### src/rtl/psq_pkg.sv
// Shared types for the phase-step sequencer.
// Assumes: a fixed four-step sequence per request.
package psq_pkg;
    typedef enum logic [1:0] {
        ST_IDLE   = 2'd0,
        ST_WRITE  = 2'd1,
        ST_SELECT = 2'd2,
        ST_DONE   = 2'd3
    } seq_state_t;
endpackage

### src/rtl/phase_splitter.sv
// Splits a turn fraction into a coarse half-turn term and a fine term,
// and forms the alternate frequency word as base + fine.
// Assumes: ACC_W-bit turn fraction, PH_W-bit phase registers.
module phase_splitter #(
    parameter int ACC_W = 32,
    parameter int PH_W  = 12
) (
    input  logic [ACC_W-1:0] req_turn,
    input  logic [ACC_W-1:0] base_freq,
    output logic [ACC_W-1:0] alt_freq,
    output logic [PH_W-1:0]  coarse_term
);
    localparam logic [PH_W-1:0] HALF_PH = {1'b1, {(PH_W-1){1'b0}}};

    logic [ACC_W-1:0] fine_term;

    // Drop the half-turn bit into the coarse term; the remainder is the fine term.
    always_comb begin
        fine_term   = {1'b0, req_turn[ACC_W-2:0]};
        coarse_term = req_turn[ACC_W-1] ? HALF_PH : '0;
        alt_freq    = base_freq + fine_term;
    end
endmodule

### src/rtl/seq_fsm.sv
// Request sequencer: idle -> write -> select -> done -> idle.
// Assumes: strobes are honoured only in idle.
module seq_fsm
    import psq_pkg::*;
(
    input  logic       clk,
    input  logic       rst_n,
    input  logic       req_strobe,
    output seq_state_t state,
    output logic       accept
);
    seq_state_t state_d;

    // Accept a request only when idle.
    always_comb accept = (state == ST_IDLE) && req_strobe;

    // Next-state decode of the fixed sequence.
    always_comb begin
        unique case (state)
            ST_IDLE:   state_d = accept ? ST_WRITE : ST_IDLE;
            ST_WRITE:  state_d = ST_SELECT;
            ST_SELECT: state_d = ST_DONE;
            default:   state_d = ST_IDLE;
        endcase
    end

    // State register.
    always_ff @(posedge clk) begin
        if (!rst_n) state <= ST_IDLE;
        else        state <= state_d;
    end

    // the select state lasts one cycle.
    p_select_one_clk_r6: assert property (@(posedge clk) disable iff (!rst_n)
        (state == ST_SELECT) |=> (state == ST_DONE));

    // a strobe while busy starts nothing new.
    p_ignore_busy_r8: assert property (@(posedge clk) disable iff (!rst_n)
        (state == ST_DONE) |=> (state == ST_IDLE));
endmodule

### src/rtl/coarse_tracker.sv
// Tracks the cumulative coarse offset (mod 2^PH_W) and which of the
// two phase registers is selected.
// Assumes: commit is high for exactly one cycle per request.
module coarse_tracker #(
    parameter int PH_W = 12
) (
    input  logic            clk,
    input  logic            rst_n,
    input  logic            commit,
    input  logic [PH_W-1:0] coarse_term,
    output logic [PH_W-1:0] next_offset,
    output logic            phase_sel,
    output logic            wr_idx
);
    logic [PH_W-1:0] offset_q;

    // New offset wraps modulo the phase register range.
    always_comb begin
        next_offset = offset_q + coarse_term;
        wr_idx      = ~phase_sel;
    end

    // On commit, store the new offset and switch to the freshly written register.
    always_ff @(posedge clk) begin
        if (!rst_n) begin
            offset_q  <= '0;
            phase_sel <= 1'b0;
        end else if (commit) begin
            offset_q  <= next_offset;
            phase_sel <= ~phase_sel;
        end
    end

    // the selection holds unless a commit occurred.
    p_sel_hold_r7: assert property (@(posedge clk) disable iff (!rst_n)
        !commit |=> $stable(phase_sel));
endmodule

### src/rtl/phase_step_seq.sv
// Top: accepts a turn-fraction request, writes alternate frequency and
// phase registers, then pulses the frequency select while switching the
// phase select, and finally reports done.
// Assumes: the core latches writes in the cycle they are presented.
module phase_step_seq
    import psq_pkg::*;
#(
    parameter int ACC_W = 32,
    parameter int PH_W  = 12
) (
    input  logic             clk,
    input  logic             rst_n,
    input  logic             req_strobe,
    input  logic [ACC_W-1:0] req_turn,
    input  logic [ACC_W-1:0] base_freq,
    output logic             busy,
    output logic             done,
    output logic             freq_wr_en,
    output logic [ACC_W-1:0] freq_wr_data,
    output logic             phase_wr_en,
    output logic             phase_wr_idx,
    output logic [PH_W-1:0]  phase_wr_data,
    output logic             freq_sel,
    output logic             phase_sel
);
    seq_state_t       state;
    logic             accept;
    logic [ACC_W-1:0] turn_q;
    logic [ACC_W-1:0] base_q;
    logic [PH_W-1:0]  coarse_term;
    logic [ACC_W-1:0] fine_chk;

    seq_fsm u_fsm (
        .clk        (clk),
        .rst_n      (rst_n),
        .req_strobe (req_strobe),
        .state      (state),
        .accept     (accept)
    );

    // Capture the request on acceptance.
    always_ff @(posedge clk) begin
        if (!rst_n) begin
            turn_q <= '0;
            base_q <= '0;
        end else if (accept) begin
            turn_q <= req_turn;
            base_q <= base_freq;
        end
    end

    phase_splitter #(.ACC_W(ACC_W), .PH_W(PH_W)) u_split (
        .req_turn    (turn_q),
        .base_freq   (base_q),
        .alt_freq    (freq_wr_data),
        .coarse_term (coarse_term)
    );

    coarse_tracker #(.PH_W(PH_W)) u_track (
        .clk         (clk),
        .rst_n       (rst_n),
        .commit      (state == ST_WRITE),
        .coarse_term (coarse_term),
        .next_offset (phase_wr_data),
        .phase_sel   (phase_sel),
        .wr_idx      (phase_wr_idx)
    );

    // Decode the handshake and core controls from the sequence state.
    always_comb begin
        busy        = (state != ST_IDLE);
        done        = (state == ST_DONE);
        freq_wr_en  = (state == ST_WRITE);
        phase_wr_en = (state == ST_WRITE);
        freq_sel    = (state == ST_SELECT);
        fine_chk    = freq_wr_data - base_q;
    end

    // the fine term stays below a half turn.
    p_fine_range_r3: assert property (@(posedge clk) disable iff (!rst_n)
        freq_wr_en |-> !fine_chk[ACC_W-1]);

    // the select cycle is preceded by the write cycle.
    p_write_first_r5: assert property (@(posedge clk) disable iff (!rst_n)
        freq_sel |-> $past(freq_wr_en && phase_wr_en));

    // the frequency select is a single-cycle pulse.
    p_fsel_pulse_r6: assert property (@(posedge clk) disable iff (!rst_n)
        freq_sel |=> !freq_sel);

    // the phase select flips on the same clock as the frequency pulse.
    p_same_clock_r7: assert property (@(posedge clk) disable iff (!rst_n)
        $rose(freq_sel) |-> (phase_sel != $past(phase_sel)));

    // the write targets the register not in use.
    p_other_reg_r4: assert property (@(posedge clk) disable iff (!rst_n)
        phase_wr_en |-> (phase_wr_idx != phase_sel));
endmodule

### config.mk
export PLATFORM = sky130hd
export DESIGN_NAME = phase_step_seq
export DESIGN_NICKNAME = d
export VERILOG_FILES = /design/src/rtl/psq_pkg.sv /design/src/rtl/phase_splitter.sv /design/src/rtl/seq_fsm.sv /design/src/rtl/coarse_tracker.sv /design/src/rtl/phase_step_seq.sv
export SDC_FILE = /design/constraint.sdc
export NUM_CORES = 1
export LEC_CHECK = 0
export BUFFER_PORTS_ARGS = -buffer_cell sky130_fd_sc_hd__clkbuf_2
export CAP_MARGIN = 40
export CELL_PAD_IN_SITES_DETAIL_PLACEMENT = 1
export CELL_PAD_IN_SITES_GLOBAL_PLACEMENT = 1
export CORE_MARGIN = 2
export CORE_UTILIZATION = 38
export DETAILED_ROUTE_END_ITERATION = 10
export PLACE_DENSITY = 0.88
export SLEW_MARGIN = 5
export SYNTH_ARGS = -nofsm -noshare
export SYNTH_HDL_FRONTEND = slang
export SYNTH_SLANG_ARGS = --single-unit
export TNS_END_PERCENT = 1
### constraint.sdc
create_clock -name clk -period 2.8 [get_ports clk]
set_clock_uncertainty 0.15 [all_clocks]
set_input_delay 0.28 -clock clk [delete_from_list [all_inputs] [get_ports clk]]
set_output_delay 0.28 -clock clk [all_outputs]
set_load 0.02 [all_outputs]
==> results.yml <==
outcome:
  status: "complete, but fails checks"
  violations: "hold timing, setup timing"
finish:
  fin_util: 0.569
  multi_input_area_sq_mm: 0.00297
  fin_nets: 818
  layout.cells.non_filler: 861
  syn_to_final_growth_pct: 45.9
  nFillCells: 1292
  drive_gt1_frac: 0.333
  seq_area_sq_mm: 0.00138
setup_path:
  path_buf_inv: 3
  critical_path.startpoint: "turn_q[2]"
  crit_family: "compound AO/OA/AOI/OAI gates"
  cp_max_fo: 3
  cp_cell_sequence: "ha_2 > buf_4 > a21oi_2 > nand4b_1 > buf_4 > a21oi_1 > o21ai_2 > o21ai_2 > a41oi_1 > xnor2_1 > clkbuf_2"
  start_kind: "register"
  cpMaxStageDelayCell: "ha_2"
  arrival_ns: 2.85
  critPathKind: "reg2out"
  endpoint_kind: "output port"
  slowest_delay_ns: 0.35
  r2r_start: "u_fsm.state[0]"
  reg2regPathDepth: 6
  required_ns: 2.37
  path_depth: 11
logic_synthesis:
  yosysMostFrequentCell: "nand2_1"
  synth_cell_types: 48
  async_flop_share: 0
  ys_top_cells_by_area: "dfxtp_1 32%, nand2_1 13%, a21boi_0 11%, ha_1 10%, xnor2_1 4.1%"
  netlist_area_sq_mm: 0.00424
  yosys-top-cells-count: "147 x nand2_1, 68 x dfxtp_1, 65 x a21boi_0"
  yosysTopAreaCellShare: 0.321
  yosysWarnings: 0
  synth_top_area_cell: "dfxtp_1"
  synth-main-ff-cell: "dfxtp_1"
  avgSynthCellArea_sq_um: 7.96
  synth_seq_cells: 68
  yosysSeqAreaShare: 0.321
  synth-edff-count: 0
  syn_inst: 533
route:
  met1_length_mm: 6.34
  detail_route.wirelength_mm: 16.3
  vias: 4613
  postRouteAntennaNets: 0
  drt_iter0_markers: 186
  wl_met3_microns: 666
  vias_per_cell: 5.36
  wl_per_cell_microns: 18.9
  first_pass_iters: 4
  topRoutingLayerUsed: "met4"
  wl_met2_mm: 8.68
  drc: 0
timing:
  final_max_slew_viol_count: 0
  worst_slew_pin_slew_ns: 0.582
  worst_slack_ns: -0.479
  finalSetupViolations: 23
  period_share: 1.17
  fin_hold_ws_ns: -0.00240
  max_slew_margin: 0.612
  fmax_ghz: 0.305
  rsz0062_at_grt: "yes"
  fin_crit_ns: 3.28
  hold_viol: 1
  tns_ns: -7.18
floorplanning:
  std_cell_rows: 38
  initial_core_util: 0.390
  die_width_microns: 110
  coreArea_sq_mm: 0.0109
  die_area_sq_mm: 0.0120
  io_pins: 118
  die_y_microns: 110
global_routing:
  track_usage: 0.268
  antenna_found_initial: 1
  grt_pass1_vias: 4927
  grt_pass1_wl_mm: 24.9
  gr-total-overflow: 0
  grt_max_degree: 41
clock_network:
  cts_root_buffer: "clkbuf_8"
  ctsHtreeMaxLevel: 3
  cts_buffers: 9
  cts_tree: "yes"
  clockBufferDepth: 2
  cts.sinks: 68
  clock_latency_ns: 0.37
  clk_pin_slew_ns: 0.10
worst_hold_path:
  min_path_type: "in2reg"
  hp-start: "base_freq[27]"
  min_delay_path_depth: 3
power:
  p_leak_nw: 2.82
  ir_worst_vdd_mv: 0.420
  finalPower_mw: 3.46
  powerDensity_mw_per_mm2: 559
placement:
  dpl.hpwl_mm: 10.0
  routabilityCongestion: 0.875
  portBuffers: 106
  dp.cells: 793
run:
  max_cap_viol_count: 0
-- worst paths after layout --
path	to	slack (ns)
worst max-delay path	freq_wr_data[30]	-0.48
worst min-delay path	base_q[27]	-0.002
worst max register to register	turn_q[23]	0.78
worst min register to register	base_q[27]	0.33
-- sequential cells by signal, indices dropped and copies added (netlist names) --
register and cells:
base_q 32, u_track.phase_sel 1, u_fsm.state 2, u_track.offset_q 1, turn_q 32
-- through the flow --
| stage | cell area (sq um) | setup slack (ns) |
|---|---|---|
| floorplan | 4290 | -0.0125 |
| global placement | 5140 | -0.125 |
| detailed placement | 5170 | -0.224 |
| CTS | 6060 | -0.408 |
| global route | 6190 | -0.564 |
| finish | 6190 | -0.479 |
-- layer usage --
layer  GRT usage  vias to the layer above
met3      0.0451                       53
met5           0                        -
met2       0.508                      149
met1       0.290                     2235
li1            -                     2176
met4       0.113                        0
-- worst reg2reg max path, stage by stage (launching register included) --
cell	delay (ns)
dfxtp_1	0.34
inv_1	0.09
ha_1	0.20
and2_2	0.53
buf_12	0.28
nand2_1	0.10
a21boi_0	0.24
-- cell families (layout without fill, tap and decap cells) --
kind of cell / after synthesis / in the layout / synth area share
XOR/XNOR: 32 / 32 / 0.0660
AND/OR/NAND/NOR: 194 / 194 / 0.188
flip-flops: 68 / 68 / 0.321
adder cells (fa/ha/maj): 36 / 36 / 0.108
AO/OA/AOI/OAI: 156 / 156 / 0.263
multiplexers: 1 / 1 / 0.00236
other: 1 / 12 / 0.000884
buffers and inverters: 45 / 222 / 0.0507
-- cell usage in the layout, fill, tap and decap left out, types with 5 or more instances in the layout --
cell / instances
nor2_1: 17
dlygate4sd3_1: 40
clkbuf_2: 86
ha_1: 23
a21oi_2: 7
clkbuf_8: 9
a21boi_0: 65
a21oi_1: 21
o21bai_1: 5
xnor2_1: 18
conb_1: 11
o21ai_2: 5
xor2_1: 11
inv_1: 7
buf_4: 66
dfxtp_1: 54
a21o_1: 11
nand2_1: 145
ha_4: 8
dfxtp_2: 14
nand3_1: 8
o21ai_0: 11
-- where the power goes --
| part | leakage, nW | switching [mW] | internal, mW | total (mW) |
|---|---|---|---|---|
| clock network | 0.0973 | 0.464 | 0.424 | 0.888 |
| logic | 2.16 | 0.821 | 0.581 | 1.40 |
| registers | 0.564 | 0.0892 | 1.08 | 1.17 |
| total | 2.82 | 1.37 | 2.08 | 3.46 |
-- what timing repair did --
action	in CTS	in global routing
gates resized for setup	56	47
pin swaps	29	9
setup endpoints to repair	23	25
endpoints found under the hold margin	40	0
hold buffers	40	0
gates cloned	0	0
setup buffers	10	1
-- layout make-up --
cell class | count | area share
diodes | 1 | 0.000404
clock inverters | 7 | 0.0129
inverters | 7 | 0.00424
repair buffers | 199 | 0.231
flip-flops and latches | 68 | 0.223
multi-input cells | 430 | 0.480
clock buffers | 9 | 0.0200
well taps | 140 | 0.0283
Power figures use the tool's default switching activity.
